[config.mk]
export PLATFORM = sky130hd
export DESIGN_NAME = req_tracker
export DESIGN_NICKNAME = d
export VERILOG_FILES = /design/src/rtl/req_tracker_pkg.sv /design/src/rtl/rt_classify.sv /design/src/rtl/rt_table.sv /design/src/rtl/rt_watchdog.sv /design/src/rtl/req_tracker.sv
export SDC_FILE = /design/constraint.sdc
export NUM_CORES = 2
export LEC_CHECK = 0
export ABC_AREA = 1
export ABC_CLOCK_PERIOD_IN_PS = 5350
export BUFFER_PORTS_ARGS = -buffer_cell sky130_fd_sc_hd__buf_2
export CAP_MARGIN = 10
export CORE_ASPECT_RATIO = 0.5
export CORE_UTILIZATION = 43
export CTS_BUF_LIST = sky130_fd_sc_hd__clkbuf_8
export CTS_CLUSTER_DIAMETER = 50
export CTS_CLUSTER_SIZE = 16
export DETAILED_ROUTE_END_ITERATION = 12
export GPL_TIMING_DRIVEN = 0
export PLACE_DENSITY_LB_ADDON = 0.15
export SYNTH_ARGS = -nofsm -noshare
export SYNTH_HDL_FRONTEND = slang
export SYNTH_SLANG_ARGS = --single-unit
[constraint.sdc]
create_clock -name clk -period 5.35 [get_ports clk]
set_input_delay 1.07 -clock clk [delete_from_list [all_inputs] [get_ports clk]]
set_output_delay 1.07 -clock clk [all_outputs]
set_load 0.005 [all_outputs]
[src/rtl/req_tracker_pkg.sv]
package req_tracker_pkg;

  // Request type codes: stored per entry and reported on release
  typedef enum logic [3:0] {
    RT_LD     = 4'd0,
    RT_IFETCH = 4'd1,
    RT_ST     = 4'd2,
    RT_RMW_RD = 4'd3,
    RT_LL     = 4'd4,
    RT_SC     = 4'd5,
    RT_LK_RD  = 4'd6,
    RT_LK_WR  = 4'd7,
    RT_FLUSH  = 4'd8,
    RT_ATOMIC = 4'd9
  } rt_type_e;

  typedef enum logic [1:0] {
    RT_OK    = 2'd0,
    RT_ALIAS = 2'd1,
    RT_FULL  = 2'd2
  } rt_status_e;

  localparam logic [1:0] OP_READ  = 2'd0;
  localparam logic [1:0] OP_WRITE = 2'd1;

endpackage

[src/rtl/rt_classify.sv]
module rt_classify
  import req_tracker_pkg::*;
(
  input  logic [1:0] op,
  input  logic       ifetch,
  input  logic       lock,
  input  logic       llsc,
  input  logic       stchk,
  output rt_type_e   prim_type,
  output rt_type_e   fwd_type,
  output logic       is_wr
);

  logic rd_op;
  logic wr_op;

  always_comb begin
    rd_op = (op == OP_READ);
    wr_op = (op == OP_WRITE);
    if (llsc) begin
      prim_type = rd_op ? RT_LL : RT_SC;
      fwd_type  = RT_ATOMIC;
    end else if (lock) begin
      prim_type = rd_op ? RT_LK_RD : RT_LK_WR;
      fwd_type  = RT_ST;
    end else if (rd_op) begin
      if (ifetch) begin
        prim_type = RT_IFETCH;
        fwd_type  = RT_IFETCH;
      end else if (stchk) begin
        prim_type = RT_RMW_RD;
        fwd_type  = RT_ST;
      end else begin
        prim_type = RT_LD;
        fwd_type  = RT_LD;
      end
    end else if (wr_op) begin
      prim_type = RT_ST;
      fwd_type  = RT_ST;
    end else begin
      prim_type = RT_FLUSH;
      fwd_type  = RT_FLUSH;
    end
    is_wr = !((prim_type == RT_LD) || (prim_type == RT_IFETCH));
  end

endmodule

[src/rtl/rt_table.sv]
module rt_table
  import req_tracker_pkg::*;
#(
  parameter int DEPTH = 8,
  parameter int TAG_W = 26,
  parameter int TS_W  = 16
) (
  input  logic                        clk,
  input  logic                        rst_n,
  // lookup of the incoming request
  input  logic [TAG_W-1:0]            lk_tag,
  output logic                        lk_hit,
  output logic                        lk_hit_wr,
  output logic                        free_any,
  // allocation
  input  logic                        alloc_en,
  input  logic                        alloc_wr,
  input  rt_type_e                    alloc_type,
  input  logic [TS_W-1:0]             alloc_ts,
  // completion
  input  logic                        cpl_en,
  input  logic [TAG_W-1:0]            cpl_tag,
  input  logic                        cpl_wr,
  output logic                        cpl_hit,
  output rt_type_e                    cpl_type,
  output logic [TS_W-1:0]             cpl_ts,
  // state view for the watchdog
  output logic [DEPTH-1:0]            vld_vec,
  output logic [DEPTH-1:0]            wr_vec,
  output logic [DEPTH-1:0][TS_W-1:0]  ts_vec
);

  localparam int IW = (DEPTH > 1) ? $clog2(DEPTH) : 1;

  logic [DEPTH-1:0]             vld_q;
  logic [DEPTH-1:0]             wr_q;
  logic [DEPTH-1:0][TAG_W-1:0]  tag_q;
  logic [DEPTH-1:0][TS_W-1:0]   ts_q;
  rt_type_e                     type_q [DEPTH];

  logic [DEPTH-1:0] lk_m;
  logic [DEPTH-1:0] cp_m;
  logic [IW-1:0]    free_idx;
  logic [IW-1:0]    cpl_idx;

  for (genvar g = 0; g < DEPTH; g++) begin : g_cmp
    assign lk_m[g] = vld_q[g] && (tag_q[g] == lk_tag);
    assign cp_m[g] = vld_q[g] && (wr_q[g] == cpl_wr) && (tag_q[g] == cpl_tag);
  end

  assign lk_hit    = |lk_m;
  assign lk_hit_wr = |(lk_m & wr_q);
  assign cpl_hit   = |cp_m;

  // lowest-index free slot
  always_comb begin
    free_idx = '0;
    free_any = 1'b0;
    for (int i = DEPTH - 1; i >= 0; i--) begin
      if (!vld_q[i]) begin
        free_idx = IW'(i);
        free_any = 1'b1;
      end
    end
  end

  // at most one live entry can match a completion
  always_comb begin
    cpl_idx = '0;
    for (int i = DEPTH - 1; i >= 0; i--) begin
      if (cp_m[i]) cpl_idx = IW'(i);
    end
  end

  assign cpl_type = type_q[cpl_idx];
  assign cpl_ts   = ts_q[cpl_idx];

  always_ff @(posedge clk or negedge rst_n) begin
    if (!rst_n) begin
      vld_q <= '0;
    end else begin
      if (cpl_en && cpl_hit) vld_q[cpl_idx] <= 1'b0;
      if (alloc_en && free_any) vld_q[free_idx] <= 1'b1;
    end
  end

  always_ff @(posedge clk) begin
    if (alloc_en && free_any) begin
      wr_q[free_idx]   <= alloc_wr;
      tag_q[free_idx]  <= lk_tag;
      ts_q[free_idx]   <= alloc_ts;
      type_q[free_idx] <= alloc_type;
    end
  end

  assign vld_vec = vld_q;
  assign wr_vec  = wr_q;
  assign ts_vec  = ts_q;

endmodule

[src/rtl/rt_watchdog.sv]
module rt_watchdog #(
  parameter int DEPTH  = 8,
  parameter int TS_W   = 16,
  parameter int THRESH = 64
) (
  input  logic                        clk,
  input  logic                        rst_n,
  input  logic [TS_W-1:0]             now,
  input  logic [DEPTH-1:0]            vld_vec,
  input  logic [DEPTH-1:0][TS_W-1:0]  ts_vec,
  output logic                        dl_err
);

  localparam int PW = $clog2(THRESH + 1);

  logic [PW-1:0] per_q;
  logic          any_old;
  logic          live;
  logic          chk_now;
  logic [TS_W-1:0] age;

  always_comb begin
    any_old = 1'b0;
    age     = '0;
    for (int i = 0; i < DEPTH; i++) begin
      age = now - ts_vec[i];
      if (vld_vec[i] && (age >= TS_W'(THRESH))) any_old = 1'b1;
    end
  end

  assign live    = |vld_vec;
  assign chk_now = (per_q == PW'(THRESH - 1));

  always_ff @(posedge clk or negedge rst_n) begin
    if (!rst_n) begin
      per_q  <= '0;
      dl_err <= 1'b0;
    end else begin
      if (!live || chk_now) per_q <= '0;
      else                  per_q <= per_q + 1'b1;
      if (live && chk_now && any_old) dl_err <= 1'b1;
    end
  end

endmodule

[src/rtl/req_tracker.sv]
module req_tracker
  import req_tracker_pkg::*;
#(
  parameter  int ADDR_W     = 32,
  parameter  int LINE_BYTES = 64,
  parameter  int DEPTH      = 8,
  parameter  int MAX_OUT    = 6,
  parameter  int TS_W       = 16,
  parameter  int DL_THRESH  = 64,
  parameter  int STAT_W     = 16,
  localparam int OFS_W      = $clog2(LINE_BYTES),
  localparam int TAG_W      = ADDR_W - OFS_W,
  localparam int OCC_W      = $clog2(MAX_OUT + 1)
) (
  input  logic              clk,
  input  logic              rst_n,
  input  logic              req_valid,
  output logic              req_ready,
  input  logic [ADDR_W-1:0] req_addr,
  input  logic [1:0]        req_op,
  input  logic              req_ifetch,
  input  logic              req_lock,
  input  logic              req_llsc,
  input  logic              req_stchk,
  output logic              st_valid,
  output logic [1:0]        st_code,
  output logic              iss_valid,
  input  logic              iss_ready,
  output logic [ADDR_W-1:0] iss_addr,
  output logic [3:0]        iss_type,
  input  logic              cpl_valid,
  input  logic [TAG_W-1:0]  cpl_line,
  input  logic              cpl_wr,
  output logic              lat_valid,
  output logic [3:0]        lat_type,
  output logic [TS_W-1:0]   lat_cycles,
  output logic [OCC_W-1:0]  occ_count,
  output logic              cpl_err,
  output logic              dl_err,
  output logic [STAT_W-1:0] cnt_wr_on_rd,
  output logic [STAT_W-1:0] cnt_wr_on_wr,
  output logic [STAT_W-1:0] cnt_rd_on_wr,
  output logic [STAT_W-1:0] cnt_rd_on_rd
);

  rt_type_e        prim_type;
  rt_type_e        fwd_type;
  logic            req_wr;
  logic            lk_hit;
  logic            lk_hit_wr;
  logic            free_any;
  logic            cpl_hit;
  rt_type_e        cpl_type;
  logic [TS_W-1:0] cpl_ts;
  logic [DEPTH-1:0]           vld_vec;
  logic [DEPTH-1:0]           wr_vec;
  logic [DEPTH-1:0][TS_W-1:0] ts_vec;

  logic [TS_W-1:0]  now_q;
  logic [OCC_W-1:0] occ_q;
  logic             iss_vq;
  logic             fire;
  logic             is_full;
  logic             accept;
  logic             alias_ev;
  logic             cpl_free;

  rt_classify u_cls (
    .op        (req_op),
    .ifetch    (req_ifetch),
    .lock      (req_lock),
    .llsc      (req_llsc),
    .stchk     (req_stchk),
    .prim_type (prim_type),
    .fwd_type  (fwd_type),
    .is_wr     (req_wr)
  );

  rt_table #(.DEPTH(DEPTH), .TAG_W(TAG_W), .TS_W(TS_W)) u_tbl (
    .clk        (clk),
    .rst_n      (rst_n),
    .lk_tag     (req_addr[ADDR_W-1:OFS_W]),
    .lk_hit     (lk_hit),
    .lk_hit_wr  (lk_hit_wr),
    .free_any   (free_any),
    .alloc_en   (accept),
    .alloc_wr   (req_wr),
    .alloc_type (prim_type),
    .alloc_ts   (now_q),
    .cpl_en     (cpl_valid),
    .cpl_tag    (cpl_line),
    .cpl_wr     (cpl_wr),
    .cpl_hit    (cpl_hit),
    .cpl_type   (cpl_type),
    .cpl_ts     (cpl_ts),
    .vld_vec    (vld_vec),
    .wr_vec     (wr_vec),
    .ts_vec     (ts_vec)
  );

  rt_watchdog #(.DEPTH(DEPTH), .TS_W(TS_W), .THRESH(DL_THRESH)) u_wdg (
    .clk     (clk),
    .rst_n   (rst_n),
    .now     (now_q),
    .vld_vec (vld_vec),
    .ts_vec  (ts_vec),
    .dl_err  (dl_err)
  );

  assign req_ready = !iss_vq || iss_ready;
  assign fire      = req_valid && req_ready;
  assign is_full   = (occ_q >= OCC_W'(MAX_OUT)) || !free_any;
  assign accept    = fire && !is_full && !lk_hit;
  assign alias_ev  = fire && !is_full && lk_hit;
  assign cpl_free  = cpl_valid && cpl_hit;

  always_ff @(posedge clk or negedge rst_n) begin
    if (!rst_n) begin
      now_q    <= '0;
      occ_q    <= '0;
      st_valid <= 1'b0;
      st_code  <= RT_OK;
      iss_vq   <= 1'b0;
      iss_addr <= '0;
      iss_type <= '0;
      lat_valid  <= 1'b0;
      lat_type   <= '0;
      lat_cycles <= '0;
      cpl_err  <= 1'b0;
    end else begin
      now_q    <= now_q + 1'b1;
      occ_q    <= occ_q + OCC_W'(accept) - OCC_W'(cpl_free);
      st_valid <= fire;
      if (fire) st_code <= is_full ? RT_FULL : (lk_hit ? RT_ALIAS : RT_OK);
      if (accept) begin
        iss_vq   <= 1'b1;
        iss_addr <= req_addr;
        iss_type <= fwd_type;
      end else if (iss_ready) begin
        iss_vq   <= 1'b0;
      end
      lat_valid <= cpl_free;
      if (cpl_free) begin
        lat_type   <= cpl_type;
        lat_cycles <= now_q - cpl_ts;
      end
      if (cpl_valid && !cpl_hit) cpl_err <= 1'b1;
    end
  end

  always_ff @(posedge clk or negedge rst_n) begin
    if (!rst_n) begin
      cnt_wr_on_rd <= '0;
      cnt_wr_on_wr <= '0;
      cnt_rd_on_wr <= '0;
      cnt_rd_on_rd <= '0;
    end else if (alias_ev) begin
      case ({req_wr, lk_hit_wr})
        2'b10:   cnt_wr_on_rd <= cnt_wr_on_rd + 1'b1;
        2'b11:   cnt_wr_on_wr <= cnt_wr_on_wr + 1'b1;
        2'b01:   cnt_rd_on_wr <= cnt_rd_on_wr + 1'b1;
        default: cnt_rd_on_rd <= cnt_rd_on_rd + 1'b1;
      endcase
    end
  end

  assign iss_valid = iss_vq;
  assign occ_count = occ_q;

endmodule

# After elaboration in Yosys (flattened, before gate mapping)
# Memories as Yosys holds them, arrays and structs flattened. A register that Yosys moved wholly into a read port is not among the register bits.
# Index checks and enable logic that the tools add are counted.
dict set report totals {
  word_cells 234
  mem_bits_rw 32
  ff_bits 501
  latch_bits 0
  rom_bits 0
  in_bits 70
  memories 1
}
dict set report op_classes {
  multipliers 0
  n_lt_le_gt_ge 13
  shift 0
  reduce_logical 67
  n_bitwise 5
  eq_ne 30
  n_addsub 17
  div_mod_pow 0
  muxes 67
}
# memory words word_bits rd rd_ports_with_merged_regs write_ports line_no
set memory_table {}
lappend memory_table {u_tbl.type_q 8 4 1 1 1 rt_table.sv:39} ;# rt_type_e type_q [DEPTH];
# cell n
set ops {}
lappend ops {{$eq 26x26->1} 16}
lappend ops {{$bwmux 208} 1}
lappend ops {{$sub 16x16->16} 9}
lappend ops {{$bwmux 128} 1}
lappend ops {{$ge 16x7->1 const B} 8}
lappend ops {{$add 16x1->16 const B} 5}
lappend ops {{$demux 26 s3} 1}
lappend ops {{$bmux 16 s3} 1}
lappend ops {{$demux 16 s3} 1}
lappend ops {{$mux 3} 16}
lappend ops {{$logic_and 1x1->1} 43}
lappend ops {{$mux 4} 9}
lappend ops {{$mux 16} 2}
lappend ops {{$reduce_or 8->1} 4}
lappend ops {{$mux 26} 1}
lappend ops {{$mux 1} 25}
lappend ops {{$and 8x8->8} 2}
lappend ops {{$mux 8} 2}
lappend ops {{$bwmux 8} 1}
lappend ops {{$eq 1x1->1} 8}
lappend ops {{$logic_not 1->1} 8}
lappend ops {{$lt 3x4->1 const B} 2}
lappend ops {{$not 8->8} 1}
lappend ops {{$or 8x8->8} 1}
lappend ops {{other kinds (19)} 31}

# Longest topological paths before layout
dict set report depth {
  ltp_word 20
  mapped_depth 36
  mapped_depth_nobuf 33
}

# Cells and area by module
# From an unflattened synthesis, not the netlist that was laid out.
dict set report hier_totals {
  cells_unflattened 5046
  hier_area_um2 37143.1
}
# mod n_inst seq_area_each_um2 area_per_inst_um2 cells_per_inst
set modules_own_cells {}
lappend modules_own_cells {rt_table 1 11491.0 21383.0 2492}
lappend modules_own_cells {req_tracker 1 3628.5 7850.0 1015}
lappend modules_own_cells {rt_watchdog 1 200.2 7790.0 1513}
lappend modules_own_cells {rt_classify 1 0.0 120.1 26}

# Worst setup path after synthesis
# No wires, ideal clock.
dict set report synth_timing {
  path_kind {input to register}
  start {input cpl_line[25]}
  end {register lat_cycles[14]}
  setup_ns 0.118
  slack_ns 0.408
  cell_stages 31
  t_arrival_ns 4.824
  cell_sequence {buf_4 > inv_2 > buf_6 > or2_1 > nand4_1 > nor2_1 > nand2_1 > nor2_1 > nor2_2 > nand2_1 > nand2_1 > nand2_1 > a21oi_2 > buf_2 > nand3_1 > nand2_1 > nor2_1 > ha_1 > fa_1 > nand3b_1 > and2_1 > o221ai_1 > inv_1 > o21a_1 > o21ai_0 > a21oi_1 > nor2_1 > nor2_1 > xor2_1 > mux2i_1 > inv_1}
}
dict set report synth_between {
  elab_chain_len 13
  word_cells_on_any_way 29
}
# item line_no
set synth_lines {}
lappend synth_lines {{from (decl)} req_tracker.sv:32} ;# input logic [TAG_W-1:0] cpl_line,
lappend synth_lines {{$eq 26x26->1} rt_table.sv:48} ;# assign cp_m[g] = vld_q[g] && (wr_q[g] == cpl_wr) && (tag_q[g] == cpl_tag);
lappend synth_lines {{$logic_and 1x1->1} rt_table.sv:48}
lappend synth_lines {{$mux 3 (8 in a row)} rt_table.sv:71} ;# if (cp_m[i]) cpl_idx = IW'(i);
lappend synth_lines {{$bmux 16 s3} rt_table.sv:76} ;# assign cpl_ts = ts_q[cpl_idx];
lappend synth_lines {{$mux 16 (not written as such)} rt_table.sv:76}
lappend synth_lines {{$sub 16x16->16} req_tracker.sv:145} ;# lat_cycles <= now_q - cpl_ts;
lappend synth_lines {{to (signal assigned)} req_tracker.sv:145}
lappend synth_lines {{to (decl)} req_tracker.sv:36} ;# output logic [TS_W-1:0] lat_cycles,
# Several ways; a longest one is shown, not always the timed one. The select of a mux whose other input is x is not followed.
# A chain may end at the register's enable or synchronous reset.

# Worst setup path in the final report
dict set report layout_timing {
  start {input cpl_line[22]}
  end {register lat_cycles[15]}
}
# Same word-level chain as after synthesis.

==> metrics.txt <==
# TYPE chip_impl_metric gauge
chip_impl_metric{name="max_freq",unit="MHz"} 190
chip_impl_metric{name="maximum_vdd_drop",unit="mV"} 0.221
chip_impl_metric{name="grt_max_degree",unit=""} 111
chip_impl_metric{name="first_global_vias",unit=""} 35792
chip_impl_metric{name="internal-power",unit="mW"} 7.74
chip_impl_metric{name="slew_viol_final",unit=""} 0
chip_impl_metric{name="slew_headroom",unit="%"} 17.6
chip_impl_metric{name="critical_path_peak_fanout",unit=""} 10
chip_impl_metric{name="finalWorstPathRequiredPeriod",unit="ns"} 5.26
chip_impl_metric{name="power.net_switching",unit="mW"} 5.94
chip_impl_info{name="critical_path.endpoint",value="lat_cycles[15]"} 1
chip_impl_info{name="synth-main-ff-cell",value="sky130_fd_sc_hd__edfxtp_1"} 1
chip_impl_info{name="critical_path.slowest_cell",value="sky130_fd_sc_hd__o21ai_0"} 1
chip_impl_metric{name="tightestPinTransition",unit="ns"} 1.24
chip_impl_metric{name="insertion_delay",unit="ns"} 0.81
chip_impl_metric{name="dp_hpwl",unit="microns"} 142000
chip_impl_metric{name="setup_tns",unit="ns"} 0
chip_impl_metric{name="clkSlewWorstSetupHoldPaths",unit="ns"} 0.12
chip_impl_metric{name="fin_worst_skew",unit="ns"} 0.0924
chip_impl_metric{name="detail-route-antenna-nets",unit=""} 0
chip_impl_metric{name="critical-path-max-stage-delay",unit="ns"} 0.63
chip_impl_metric{name="clk_path_buf_depth",unit=""} 3
chip_impl_metric{name="sw_frac_of_total",unit="%"} 43.4
chip_impl_metric{name="buffer_ports.inserted",unit=""} 175
chip_impl_metric{name="final-setup-viol-count",unit=""} 0
chip_impl_metric{name="route.detailed.drc",unit=""} 0
chip_impl_info{name="synthDominantAreaCellType",value="sky130_fd_sc_hd__edfxtp_1"} 1
chip_impl_metric{name="reg2reg_depth",unit=""} 31
chip_impl_metric{name="post_synth_num_cell_types",unit=""} 71
chip_impl_metric{name="postSynthRegisterBits",unit=""} 536
chip_impl_metric{name="synth.top_cell.area_share",unit="%"} 29.6
chip_impl_info{name="setup_crit_start_kind",value="input port"} 1
chip_impl_info{name="root_buffer",value="sky130_fd_sc_hd__clkbuf_8"} 1
chip_impl_metric{name="detail_route.first_pass.iterations",unit=""} 9
chip_impl_metric{name="final-hold-violation-count",unit=""} 0
chip_impl_metric{name="postSynthNetCount",unit=""} 5290
chip_impl_metric{name="timing.final.crit_share",unit="%"} 98.4
chip_impl_metric{name="antenna_found_initial",unit=""} 17
chip_impl_metric{name="synth.cell_area",unit="sq mm"} 0.0381
chip_impl_metric{name="dr_total_vias",unit=""} 39099
chip_impl_metric{name="routedWlPerCell",unit="microns"} 29.7
chip_impl_metric{name="chipWidth",unit="microns"} 423
chip_impl_metric{name="drt_first_iter_violations",unit=""} 5680
chip_impl_info{name="status",value="complete, no violations"} 1
chip_impl_metric{name="design.portCount",unit=""} 201
chip_impl_metric{name="cts_buffers",unit=""} 50
chip_impl_metric{name="hold_buffers",unit=""} 0
chip_impl_metric{name="cts.htree.levels",unit=""} 2
chip_impl_metric{name="setup.reg_to_reg.worst_slack",unit="ns"} 0.24
chip_impl_info{name="worst-setup-path-type",value="in -> reg"} 1
chip_impl_metric{name="clkPwrFrac",unit="%"} 21.0
chip_impl_metric{name="synth-async-reset-ratio",unit="%"} 29.9
chip_impl_metric{name="power_density",unit="mW/mm^2"} 320
chip_impl_metric{name="groute.usage.overall",unit="%"} 42.2
chip_impl_metric{name="syn_to_final_growth",unit="%"} 12.0
chip_impl_info{name="min-delay-path-class",value="in -> async"} 1
chip_impl_info{name="critical_path.reg2reg.endpoint",value="lat_cycles[14]"} 1
chip_impl_metric{name="design_power_total",unit="mW"} 13.7
chip_impl_metric{name="initial_core_util",unit="%"} 43.9
chip_impl_metric{name="finalWirelength",unit="microns"} 195000
chip_impl_metric{name="cts_sinks",unit=""} 536
chip_impl_metric{name="avgViaCountPerCell",unit=""} 5.95
chip_impl_metric{name="synth-edff-count",unit=""} 376
chip_impl_info{name="post-synth-top-count-cell",value="sky130_fd_sc_hd__nand2_1"} 1
chip_impl_metric{name="avgSynthCellArea",unit="sq um"} 7.53
chip_impl_info{name="path_common_cell",value="sky130_fd_sc_hd__nand2_1"} 1
chip_impl_metric{name="die-area",unit="sq mm"} 0.0900
chip_impl_metric{name="power_leakage",unit="nW"} 20.8
chip_impl_metric{name="share_seq_of_total_power",unit="%"} 42.2
chip_impl_metric{name="synth_sequential_area_ratio",unit="%"} 40.1
chip_impl_metric{name="place.gp.congestion",unit=""} 1.10
chip_impl_info{name="synth.area.top_cells",value="sky130_fd_sc_hd__edfxtp_1, sky130_fd_sc_hd__nand2_1, sky130_fd_sc_hd__dfrtp_1"} 1
chip_impl_metric{name="core-area",unit="sq mm"} 0.0869
chip_impl_metric{name="gr-total-overflow",unit=""} 0
chip_impl_metric{name="die_height",unit="microns"} 213
chip_impl_info{name="tritoncts_clock_tree",value="yes"} 1
chip_impl_metric{name="yosys_warnings",unit=""} 0
chip_impl_metric{name="drv_cap",unit=""} 0
chip_impl_info{name="critical_path.startpoint",value="cpl_line[22]"} 1
chip_impl_metric{name="num_rows",unit=""} 76
chip_impl_metric{name="pwr-share-comb",unit="%"} 36.8
chip_impl_metric{name="post_route_cells_drive_above_1_share",unit="%"} 11.0
chip_impl_metric{name="finish.net_count",unit=""} 5563
chip_impl_info{name="regToRegStartpoint",value="u_tbl.vld_vec[6]"} 1
chip_impl_metric{name="grt_first_pass_wirelength",unit="microns"} 263000
chip_impl_metric{name="arrival",unit="ns"} 5.90
chip_impl_metric{name="cp_data_required_time",unit="ns"} 5.99
chip_impl_info{name="timing.critical_path.to_type",value="flop"} 1
chip_impl_metric{name="post_synth_inst_count",unit=""} 5066
chip_impl_info{name="synthTopCellsByCount",value="sky130_fd_sc_hd__nand2_1, sky130_fd_sc_hd__inv_1, sky130_fd_sc_hd__nor2_1"} 1
-- worst min-delay path by stage --
stage | startpoint | end | slack, ns | depth (start not counted)
CTS | rst_n | cnt_rd_on_wr[2] | 0.20 | 1
finish | rst_n | iss_addr[10] | 0.22 | 1
global route | rst_n | u_tbl.vld_vec[1] | 0.23 | 1
detailed placement | iss_addr[5] | iss_addr[5] | 0.45 | 2
global placement | u_wdg.per_q[0] | u_wdg.per_q[0] | 0.44 | 1
floorplan | u_wdg.per_q[0] | u_wdg.per_q[0] | 0.43 | 1
-- cell families (layout without fill, tap and decap cells) --
| family | Yosys count | in the layout | synth area share, % |
|---|---|---|---|
| XOR/XNOR | 257 | 257 | 6.08 |
| AND/OR/NAND/NOR | 2874 | 2874 | 32.9 |
| flip-flops | 536 | 536 | 40.1 |
| AO/OA/AOI/OAI | 484 | 484 | 7.23 |
| buffers and inverters | 756 | 1069 | 8.35 |
| multiplexers | 4 | 4 | 0.115 |
| other | 1 | 18 | 0.00983 |
| adder cells (fa/ha/maj) | 154 | 154 | 5.25 |
-- layer usage --
layer / part of all wire [%] / up-vias / GRT usage, %
met2: 39 / 2562 / 58.2
met5: 0.097 / - / 1.34
met3: 14 / 520 / 17.2
li1: - / 17317 / -
met1: 40 / 18696 / 56.1
met4: 6.0 / 4 / 22.4
-- cell usage in the layout, fill, tap and decap left out, types with 123 or more instances in the layout --
cell                       instances
sky130_fd_sc_hd__o21ai_0         152
sky130_fd_sc_hd__edfxtp_1        376
sky130_fd_sc_hd__buf_2           191
sky130_fd_sc_hd__nand3_1         265
sky130_fd_sc_hd__ha_1            143
sky130_fd_sc_hd__xor2_1          123
sky130_fd_sc_hd__inv_1           613
sky130_fd_sc_hd__nand4_1         212
sky130_fd_sc_hd__a21oi_1         168
sky130_fd_sc_hd__nand2_1        1561
sky130_fd_sc_hd__dfrtp_1         160
sky130_fd_sc_hd__nor2_1          498
-- power by group through the flow --
stage / Clock, mW / Sequential [mW] / Combinational, mW
final: 2.88 / 5.77 / 5.03
after floorplan: 0 / 5.75 / 2.83
after detailed placement: 0 / 5.82 / 4.77
after global placement: 0 / 5.89 / 4.60
after global routing: 3.00 / 5.84 / 5.35
after CTS: 2.87 / 5.75 / 4.80
-- sequential cells by signal, summed over array words and instances, names as in the netlist, 2 cells and up --
signal / cells
u_tbl.wr_vec: 8
cnt_rd_on_rd: 16
lat_type: 4
iss_addr: 32
u_tbl.ts_vec: 128
st_code: 2
lat_cycles: 16
occ_count: 3
cnt_wr_on_rd: 16
u_tbl.tag_q: 208
cnt_rd_on_wr: 16
u_wdg.per_q: 7
cnt_wr_on_wr: 16
u_tbl.type_q: 32
u_tbl.vld_vec: 8
iss_type: 3
now_q: 16
-- worst max-delay path, delay by kind of cell --
family	cells	cell delay, ns
AOI/OAI and AO/OA	5	1.46
adders and majority gates	1	0.45
buffers and inverters	4	0.80
and+or+nand+nor	20	2.07
-- through the flow --
step / instances / util, % / hold slack [ns] / setup slack, ns / instance area (sq um)
after global placement: 6411 / 46.6 / 0.445 / -3.76 / 40500
after CTS: 6535 / 48.6 / 0.203 / 0.00923 / 42300
after global routing: 6551 / 49.1 / 0.228 / -0.0229 / 42700
after detailed placement: 6422 / 46.9 / 0.454 / -2.10 / 40700
after floorplan: 5066 / - / 0.433 / 0.408 / 38100
final: 6566 / 49.2 / 0.217 / 0.0856 / 42700
-- layout make-up --
cell class | count | area (sq um)
Antenna cell | 17 | 42.5
Buffer | 96 | 866
Clock buffer | 53 | 729
Clock inverter | 39 | 324
Fill cell | 8703 | 44200
Inverter | 659 | 2610
Multi-Input combinational cell | 3774 | 20000
Sequential cell | 536 | 15300
Tap cell | 1170 | 1460
Timing Repair Buffer | 222 | 1430
-- what timing repair did --
item | in CTS | in global routing
buffers inserted | 22 | 14
resized for setup | 88 | 90
setup endpoints to repair | 12 | 17
pin swaps | 8 | 20
Power figures use the tool's default switching activity.
